===== src/rtl/colmul_pkg.sv =====
package colmul_pkg;
  localparam int OPW = 4;
  localparam int PRW = 2 * OPW;
  localparam int NPT = OPW * OPW;
  localparam int MAXPROD = ((1 << OPW) - 1) * ((1 << OPW) - 1);
endpackage


===== src/rtl/cc_half_add.sv =====
module cc_half_add (
  input  logic x_i,
  input  logic y_i,
  output logic s_o,
  output logic c_o
);
  assign s_o = x_i ^ y_i;
  assign c_o = x_i & y_i;
endmodule


===== src/rtl/cc_full_add.sv =====
module cc_full_add (
  input  logic x_i,
  input  logic y_i,
  input  logic z_i,
  output logic s_o,
  output logic c_o
);
  logic xy;
  assign xy  = x_i ^ y_i;
  assign s_o = xy ^ z_i;
  assign c_o = (x_i & y_i) | (xy & z_i);
endmodule


===== src/rtl/cc_pp_array.sv =====
module cc_pp_array #(
  parameter int W = 4
) (
  input  logic [W-1:0]   mcand_i,
  input  logic [W-1:0]   mplier_i,
  output logic [W*W-1:0] terms_o
);
  // terms_o[i*W+j] = mcand bit i AND mplier bit j, weight 2^(i+j)
  for (genvar gi = 0; gi < W; gi++) begin : g_row
    for (genvar gj = 0; gj < W; gj++) begin : g_col
      assign terms_o[gi*W+gj] = mcand_i[gi] & mplier_i[gj];
    end
  end
endmodule


===== src/rtl/cc_cmp43.sv =====
module cc_cmp43 (
  input  logic [3:0] in_i,
  output logic       sum_o,
  output logic       cy_lo_o,
  output logic       cy_hi_o
);
  logic s_mid, c_fa, c_ha;

  cc_full_add u_fa (
    .x_i(in_i[0]), .y_i(in_i[1]), .z_i(in_i[2]),
    .s_o(s_mid), .c_o(c_fa)
  );

  cc_half_add u_ha_sum (
    .x_i(s_mid), .y_i(in_i[3]),
    .s_o(sum_o), .c_o(c_ha)
  );

  cc_half_add u_ha_cy (
    .x_i(c_fa), .y_i(c_ha),
    .s_o(cy_lo_o), .c_o(cy_hi_o)
  );
endmodule


===== src/rtl/cc_cmp53.sv =====
module cc_cmp53 (
  input  logic [4:0] in_i,
  output logic       sum_o,
  output logic       cy_lo_o,
  output logic       cy_hi_o
);
  logic s_mid, c_a, c_b;

  cc_full_add u_fa_a (
    .x_i(in_i[0]), .y_i(in_i[1]), .z_i(in_i[2]),
    .s_o(s_mid), .c_o(c_a)
  );

  cc_full_add u_fa_b (
    .x_i(s_mid), .y_i(in_i[3]), .z_i(in_i[4]),
    .s_o(sum_o), .c_o(c_b)
  );

  cc_half_add u_ha_cy (
    .x_i(c_a), .y_i(c_b),
    .s_o(cy_lo_o), .c_o(cy_hi_o)
  );
endmodule


===== src/rtl/colmul4u.sv =====
module colmul4u
  import colmul_pkg::*;
(
  input  logic [OPW-1:0] mcand_i,
  input  logic [OPW-1:0] mplier_i,
  output logic [PRW-1:0] prod_o
);
  logic [NPT-1:0] t;   // t[i*OPW+j] has weight 2^(i+j)

  cc_pp_array #(.W(OPW)) u_pp (
    .mcand_i(mcand_i), .mplier_i(mplier_i), .terms_o(t)
  );

  // per-column sums and carries (lo = weight 2, hi = weight 4)
  logic s1, c1;
  logic s2, c2_lo, c2_hi;
  logic s3, c3_lo, c3_hi;
  logic s4, c4_lo, c4_hi;
  logic s5, c5_lo, c5_hi;
  logic s6, c6;

  // column 1: two terms
  cc_half_add u_col1 (
    .x_i(t[1*OPW+0]), .y_i(t[0*OPW+1]),
    .s_o(s1), .c_o(c1)
  );

  // column 2: carry + three terms
  cc_cmp43 u_col2 (
    .in_i({t[0*OPW+2], t[2*OPW+0], t[1*OPW+1], c1}),
    .sum_o(s2), .cy_lo_o(c2_lo), .cy_hi_o(c2_hi)
  );

  // column 3: carry + four terms
  cc_cmp53 u_col3 (
    .in_i({t[2*OPW+1], t[1*OPW+2], t[0*OPW+3], t[3*OPW+0], c2_lo}),
    .sum_o(s3), .cy_lo_o(c3_lo), .cy_hi_o(c3_hi)
  );

  // column 4: two carries + three terms
  cc_cmp53 u_col4 (
    .in_i({t[2*OPW+2], t[1*OPW+3], t[3*OPW+1], c2_hi, c3_lo}),
    .sum_o(s4), .cy_lo_o(c4_lo), .cy_hi_o(c4_hi)
  );

  // column 5: two carries + two terms
  cc_cmp43 u_col5 (
    .in_i({t[2*OPW+3], t[3*OPW+2], c3_hi, c4_lo}),
    .sum_o(s5), .cy_lo_o(c5_lo), .cy_hi_o(c5_hi)
  );

  // column 6: two carries + top term
  cc_full_add u_col6 (
    .x_i(c5_lo), .y_i(c4_hi), .z_i(t[3*OPW+3]),
    .s_o(s6), .c_o(c6)
  );

  // column 7: carry out of this bit can never be set, so it is dropped
  assign prod_o = {c6 ^ c5_hi, s6, s5, s4, s3, s2, s1, t[0]};
endmodule


===== config.mk =====
export PLATFORM = sky130hd
export DESIGN_NAME = colmul4u
export DESIGN_NICKNAME = d
export VERILOG_FILES = /design/src/rtl/colmul_pkg.sv /design/src/rtl/cc_half_add.sv /design/src/rtl/cc_full_add.sv /design/src/rtl/cc_pp_array.sv /design/src/rtl/cc_cmp43.sv /design/src/rtl/cc_cmp53.sv /design/src/rtl/colmul4u.sv
export SDC_FILE = /design/constraint.sdc
export NUM_CORES = 1
export LEC_CHECK = 0
export CORE_AREA = 2 2 39 41
export DETAILED_ROUTE_END_ITERATION = 8
export DIE_AREA = 0 0 41 43
export GPL_ROUTABILITY_DRIVEN = 0
export GPL_TIMING_DRIVEN = 0
export PLACE_DENSITY = 0.6
export SYNTH_ARGS = -nofsm -noshare
export SYNTH_HDL_FRONTEND = slang
export SYNTH_HIERARCHICAL = 1
export SYNTH_SLANG_ARGS = --single-unit

===== constraint.sdc =====
create_clock -name vclk -period 24
set_input_delay 4.8 -clock vclk [all_inputs]
set_output_delay 4.8 -clock vclk [all_outputs]
set_load 0.03 [all_outputs]

Yosys cells after proc, flatten, opt, wreduce, memory -nomap -nowiden
Index checks and enable logic that the tools add are counted.

Bitwise gates (word level): 66.

Operator list (number): $and A1 B1 Y1 (37); $xor A1 B1 Y1 (22); $or A1 B1 Y1 (7).

Bits in registers: 0. Bits of input ports: 8. Output and inout bits: 8. Word-level logic and storage cells: 66.

Depth between registers and ports, before layout
Word-level depth: 26. Mapped depth: 16. Depth with buffers taken out: 16.

By module
The synthesis kept the hierarchy.

By module, submodules not included: cc_full_add (instances 7, cells an instance 1, area each 20.0 um^2); cc_pp_array (instances 1, cells an instance 16, area each 100.1 um^2); cc_half_add (instances 7, cells an instance 1, area each 12.5 um^2); colmul4u (instances 1, cells an instance 7, area each 53.8 um^2).

Worst setup path after synthesis
Ideal clock, no wire load.

Path type: in2out. Start: input port mcand_i[1]. End: output port prod_o[7]. Arrival: 10.452 ns. Required time: 19.200 ns. Path slack: 8.748 ns. Cell stages on the path: 16. Buffers on the path: 0. Cells stage by stage: and2_1 ha_1 fa_1 ha_1 ha_1 fa_1 fa_1 ha_1 fa_1 fa_1 ha_1 fa_1 ha_1 ha_1 fa_1 xor2_1.

Cells in the longest elaborated chain, start to end: 26.

RTL lines: start: declaration (RTL line colmul4u.sv:4) `input logic [OPW-1:0] mcand_i,`; $and A1 B1 Y1 * (RTL line cc_pp_array.sv:11) `assign terms_o[gi*W+gj] = mcand_i[gi] & mplier_i[gj];`; $and A1 B1 Y1 * (RTL line cc_half_add.sv:8) `assign c_o = x_i & y_i;`; named net c1 (RTL line colmul4u.sv:15) `logic s1, c1;`; $xor A1 B1 Y1 * (RTL line cc_full_add.sv:9) `assign xy = x_i ^ y_i;`; $xor A1 B1 Y1 * (RTL line cc_full_add.sv:10) `assign s_o = xy ^ z_i;`; named net u_col2.s_mid (RTL line cc_cmp43.sv:7) `logic s_mid, c_fa, c_ha;`; $and A1 B1 Y1 * (RTL line cc_half_add.sv:8); named net u_col2.c_ha (RTL line cc_cmp43.sv:7); [1 not listed]; named net c2_lo (RTL line colmul4u.sv:16) `logic s2, c2_lo, c2_hi;`; [2 not listed]; named net u_col3.s_mid (RTL line cc_cmp53.sv:7) `logic s_mid, c_a, c_b;`; [3 not listed]; named net u_col3.c_b (RTL line cc_cmp53.sv:7); [1 not listed]; named net c3_lo (RTL line colmul4u.sv:17) `logic s3, c3_lo, c3_hi;`; [2 not listed]; named net u_col4.s_mid (RTL line cc_cmp53.sv:7); [3 not listed]; named net u_col4.c_b (RTL line cc_cmp53.sv:7); [1 not listed]; named net c4_lo (RTL line colmul4u.sv:18) `logic s4, c4_lo, c4_hi;`; [2 not listed]; named net u_col5.s_mid (RTL line cc_cmp43.sv:7); [1 not listed]; named net u_col5.c_ha (RTL line cc_cmp43.sv:7); $xor A1 B1 Y1 * (RTL line cc_half_add.sv:7) `assign s_o = x_i ^ y_i;`; named net c5_lo (RTL line colmul4u.sv:19) `logic s5, c5_lo, c5_hi;`; $xor A1 B1 Y1 (RTL line cc_full_add.sv:9); $and A1 B1 Y1 (RTL line cc_full_add.sv:11) `assign c_o = (x_i & y_i) | (xy & z_i);`; $or A1 B1 Y1 * (RTL line cc_full_add.sv:11); named net c6 (RTL line colmul4u.sv:20) `logic s6, c6;`; $xor A1 B1 Y1 * (RTL line colmul4u.sv:59) `assign prod_o = {c6 ^ c5_hi, s6, s5, s4, s3, s2, s1, t[0]};`; end: declaration (RTL line colmul4u.sv:6) `output logic [PRW-1:0] prod_o`.

The timed path passes the listed nets; every way through them passes the cells marked *.

Worst setup path after layout
Start: input port mcand_i[1]. End: output port prod_o[6].

Cells in the longest elaborated chain, start to end: 24.

RTL lines: $and A1 B1 Y1 * (RTL line cc_pp_array.sv:11); named net t[4] (RTL line colmul4u.sv:8) `logic [NPT-1:0] t;`; $and A1 B1 Y1 * (RTL line cc_half_add.sv:8); named net c1 (RTL line colmul4u.sv:15); $xor A1 B1 Y1 * (RTL line cc_full_add.sv:9); $xor A1 B1 Y1 * (RTL line cc_full_add.sv:10); named net u_col2.s_mid (RTL line cc_cmp43.sv:7); $and A1 B1 Y1 * (RTL line cc_half_add.sv:8); named net u_col2.c_ha (RTL line cc_cmp43.sv:7); [1 not listed]; named net c2_lo (RTL line colmul4u.sv:16); [2 not listed]; named net u_col3.s_mid (RTL line cc_cmp53.sv:7); [3 not listed]; named net u_col3.c_b (RTL line cc_cmp53.sv:7); [1 not listed]; named net c3_lo (RTL line colmul4u.sv:17); [2 not listed]; named net u_col4.s_mid (RTL line cc_cmp53.sv:7); [3 not listed]; named net u_col4.c_b (RTL line cc_cmp53.sv:7); [1 not listed]; named net c4_lo (RTL line colmul4u.sv:18); [1 not listed]; $xor A1 B1 Y1 * (RTL line cc_full_add.sv:10); named net u_col5.s_mid (RTL line cc_cmp43.sv:7); $and A1 B1 Y1 * (RTL line cc_half_add.sv:8); named net u_col5.c_ha (RTL line cc_cmp43.sv:7); $xor A1 B1 Y1 * (RTL line cc_half_add.sv:7); named net c5_lo (RTL line colmul4u.sv:19); $xor A1 B1 Y1 * (RTL line cc_full_add.sv:9); $xor A1 B1 Y1 * (RTL line cc_full_add.sv:10).

Marked as above.

==> impl_results.md <==
* Status: finished, final reports clean
* Hold violation total from the final report at 0
* Starting Density at 27.6%
* PD cells at 39.8 mW/mm^2
* Nets at 77
* CTS Hold Bufs at 0
* Mapped Cells at 37
* Setup TNS at 0 ns
* Crit path buf inv count at 3
* Power share of the sequential group at 0%
* Worst Path Max Fanout at 4
* Vias at 269
* Post-synth cell types at 5
* Final slew viol count at 0
* Compound-Gate Fraction of Synth Area at 0%
* Die Y at 43 um
* Leakage at 0.279 nW
* Most frequent cell after synthesis: and2_1
* Cell taking the most area after synthesis: fa_1
* Post-synthesis adder-cell area fraction at 59.7%
* Most common library cells after synthesis: and2_1, fa_1, ha_1, buf_4, xor2_1
* Period utilisation layout at 67.5%
* Post-route worst setup slack at 7.81 ns
* Critical path type: in -> out
* Post-Syn Area at 382 um^2
* Net Sw Frac at 47.7%
* Synth Area in Simple Gates at 26.2%
* CP endpoint kind: output port
* Worst EP required at 19.20 ns
* Setup WS pre-CTS at 7.77 ns
* Gr usage total at 8.59%
* Clock share of power at 0%
* Row count at 14
* Die ar. at 0.00176 mm^2
* Synth Area in XOR/XNOR at 2.30%
* Ports at 16
* Internal power at 0.0000117 W
* Dpl cells at 69
* Share of the synthesized area in the top cell type at 36.7%
* Final WL at 590 um
* Yosys warning total at 6
* Seq. cell area at 0 um^2
* Initial antenna violation count at 0
* Drt drc at 0
* DRT antenna net count at 0
* Seq cells at 0
* Buffers on Ports at 16
* Worst rel slew slack at 79.3%
* Total grt overflow at 0
* CORE AREA at 0.00138 mm^2
* RSZ-0062 raised after global routing: no
* Final setup fails at 0
* Post-synthesis mux area share at 0%
* Worst Setup Start Kind: input port
* Peak supply drop at 0.0000220 V
* Net Count, Synth at 59
* Cell family with most CP delay: adder cells
* Worst-path cell chain: clkdlybuf4s50_1 > and2_1 > ha_1 > fa_1 > ha_1 > ha_1 > fa_1 > fa_1 > ha_1 > fa_1 > fa_1 > ha_1 > fa_1 > ha_1 > ha_1 > fa_1 > buf_4 > clkdlybuf4s50_1
* Stages on the worst setup path at 18
* Synth Area per Inst at 10.3 um^2
* Clock buf count at 0
* P_sw at 0.0000107 W
* Largest net degree at the start of global routing at 5
* Number of global-route vias before repair at 260
* HP Class: in -> out
* Filler instances at 149
* End point of the critical path: prod_o[6]
* Drt pass-1 iters at 1
* Post-CTS Repair Setup Buffers at 0
* Width of the die at 41 um
* CP startpoint: mcand_i[1]
* Synth area leaders: fa_1, and2_1, ha_1, buf_4, xor2_1
* Routed WL per cell at 8.55 um
* Gate power share at 100.0%
* Total Power at 0.0000224 W
* Worst-Margin Slew at 0.309 ns
* Crit path DAT at 11.39 ns
* Slowest CP cell: clkdlybuf4s50_1
* Vias per Instance at 3.90
* Ratio of cells with drive above 1 in the final layout at 11.3%
* First-pass GRT wire length at 1120 um
* Minimum clock period at 16.19 ns
* Area grow syn2layout at 47.2%
* Max cap viols at 0
* Peak Freq at 61.8 MHz
* Diodes inserted at 0
* WHS at 10.78 ns
* Final Non-Filler Cells at 69
* Main combinational cell family by area after synthesis: adder cells
* Post_cts resized at 0
* CP max stage delay at 0.65 ns
* Sequential area share after synthesis at 0%
* DRT iter0 DRCs at 0
==> metal layers <==
metal  up-vias  wire length [um]  global-route usage (%)
met2         8               276                    13.1
li1        144                 -                       -
met1       117               283                    14.1
met4         0                 0                       0
met3         0                30                       0
met5         -                 0                       0
==> layout by cell type (no fill, tap or decap) <==
| master | Yosys | final |
|---|---|---|
| fa_1 | 7 | 7 |
| buf_4 | 6 | 6 |
| clkdlybuf4s50_1 | 0 | 16 |
| xor2_1 | 1 | 1 |
| ha_1 | 7 | 7 |
| and2_1 | 16 | 16 |
==> through the flow <==
stage          area (um^2)  utilization, %
2_1_floorplan          382               -
3_3_place_gp           562            40.6
3_5_place_dp           562            40.6
4_1_cts                562            40.6
5_1_grt                562            40.6
6_report               562            40.6
==> worst min-delay path, cell delays in order <==
cell             delay, ns
clkdlybuf4s50_1       0.44
and2_1                0.15
clkdlybuf4s50_1       0.58
==> logic make-up (layout without fill, tap and decap cells) <==
family / Yosys count / in the layout
xor+xnor: 1 / 1
buf+inv: 6 / 22
fa+ha+maj: 14 / 14
simple gates: 16 / 16
==> worst min-delay path by stage <==
stage | endpoint | cells after the start | startpoint | slack, ns
6_report | prod_o[0] | 3 | mplier_i[0] | 10.78
5_1_grt | prod_o[0] | 3 | mplier_i[0] | 10.83
4_1_cts | prod_o[0] | 3 | mplier_i[0] | 10.79
3_5_place_dp | prod_o[0] | 3 | mplier_i[0] | 10.79
3_3_place_gp | prod_o[0] | 3 | mplier_i[0] | 10.78
2_1_floorplan | prod_o[0] | 1 | mplier_i[0] | 9.82
==> layout make-up <==
cell class	count	area, um^2	share of cell area (%)
multi-input combinational	31	337	59.9
buffer	6	45.0	8.02
timing repair buffer	16	160	28.5
tap	16	20.0	3.56
==> power by group through the flow <==
stage | logic [W] | registers, W | clock network (W)
finish | 0.0000224 | 0 | 0
global placement | 0.0000227 | 0 | 0
CTS | 0.0000228 | 0 | 0
floorplan | 0.0000149 | 0 | 0
detailed placement | 0.0000227 | 0 | 0
global route | 0.0000247 | 0 | 0
No activity file was read; power rests on OpenSTA's default activity.
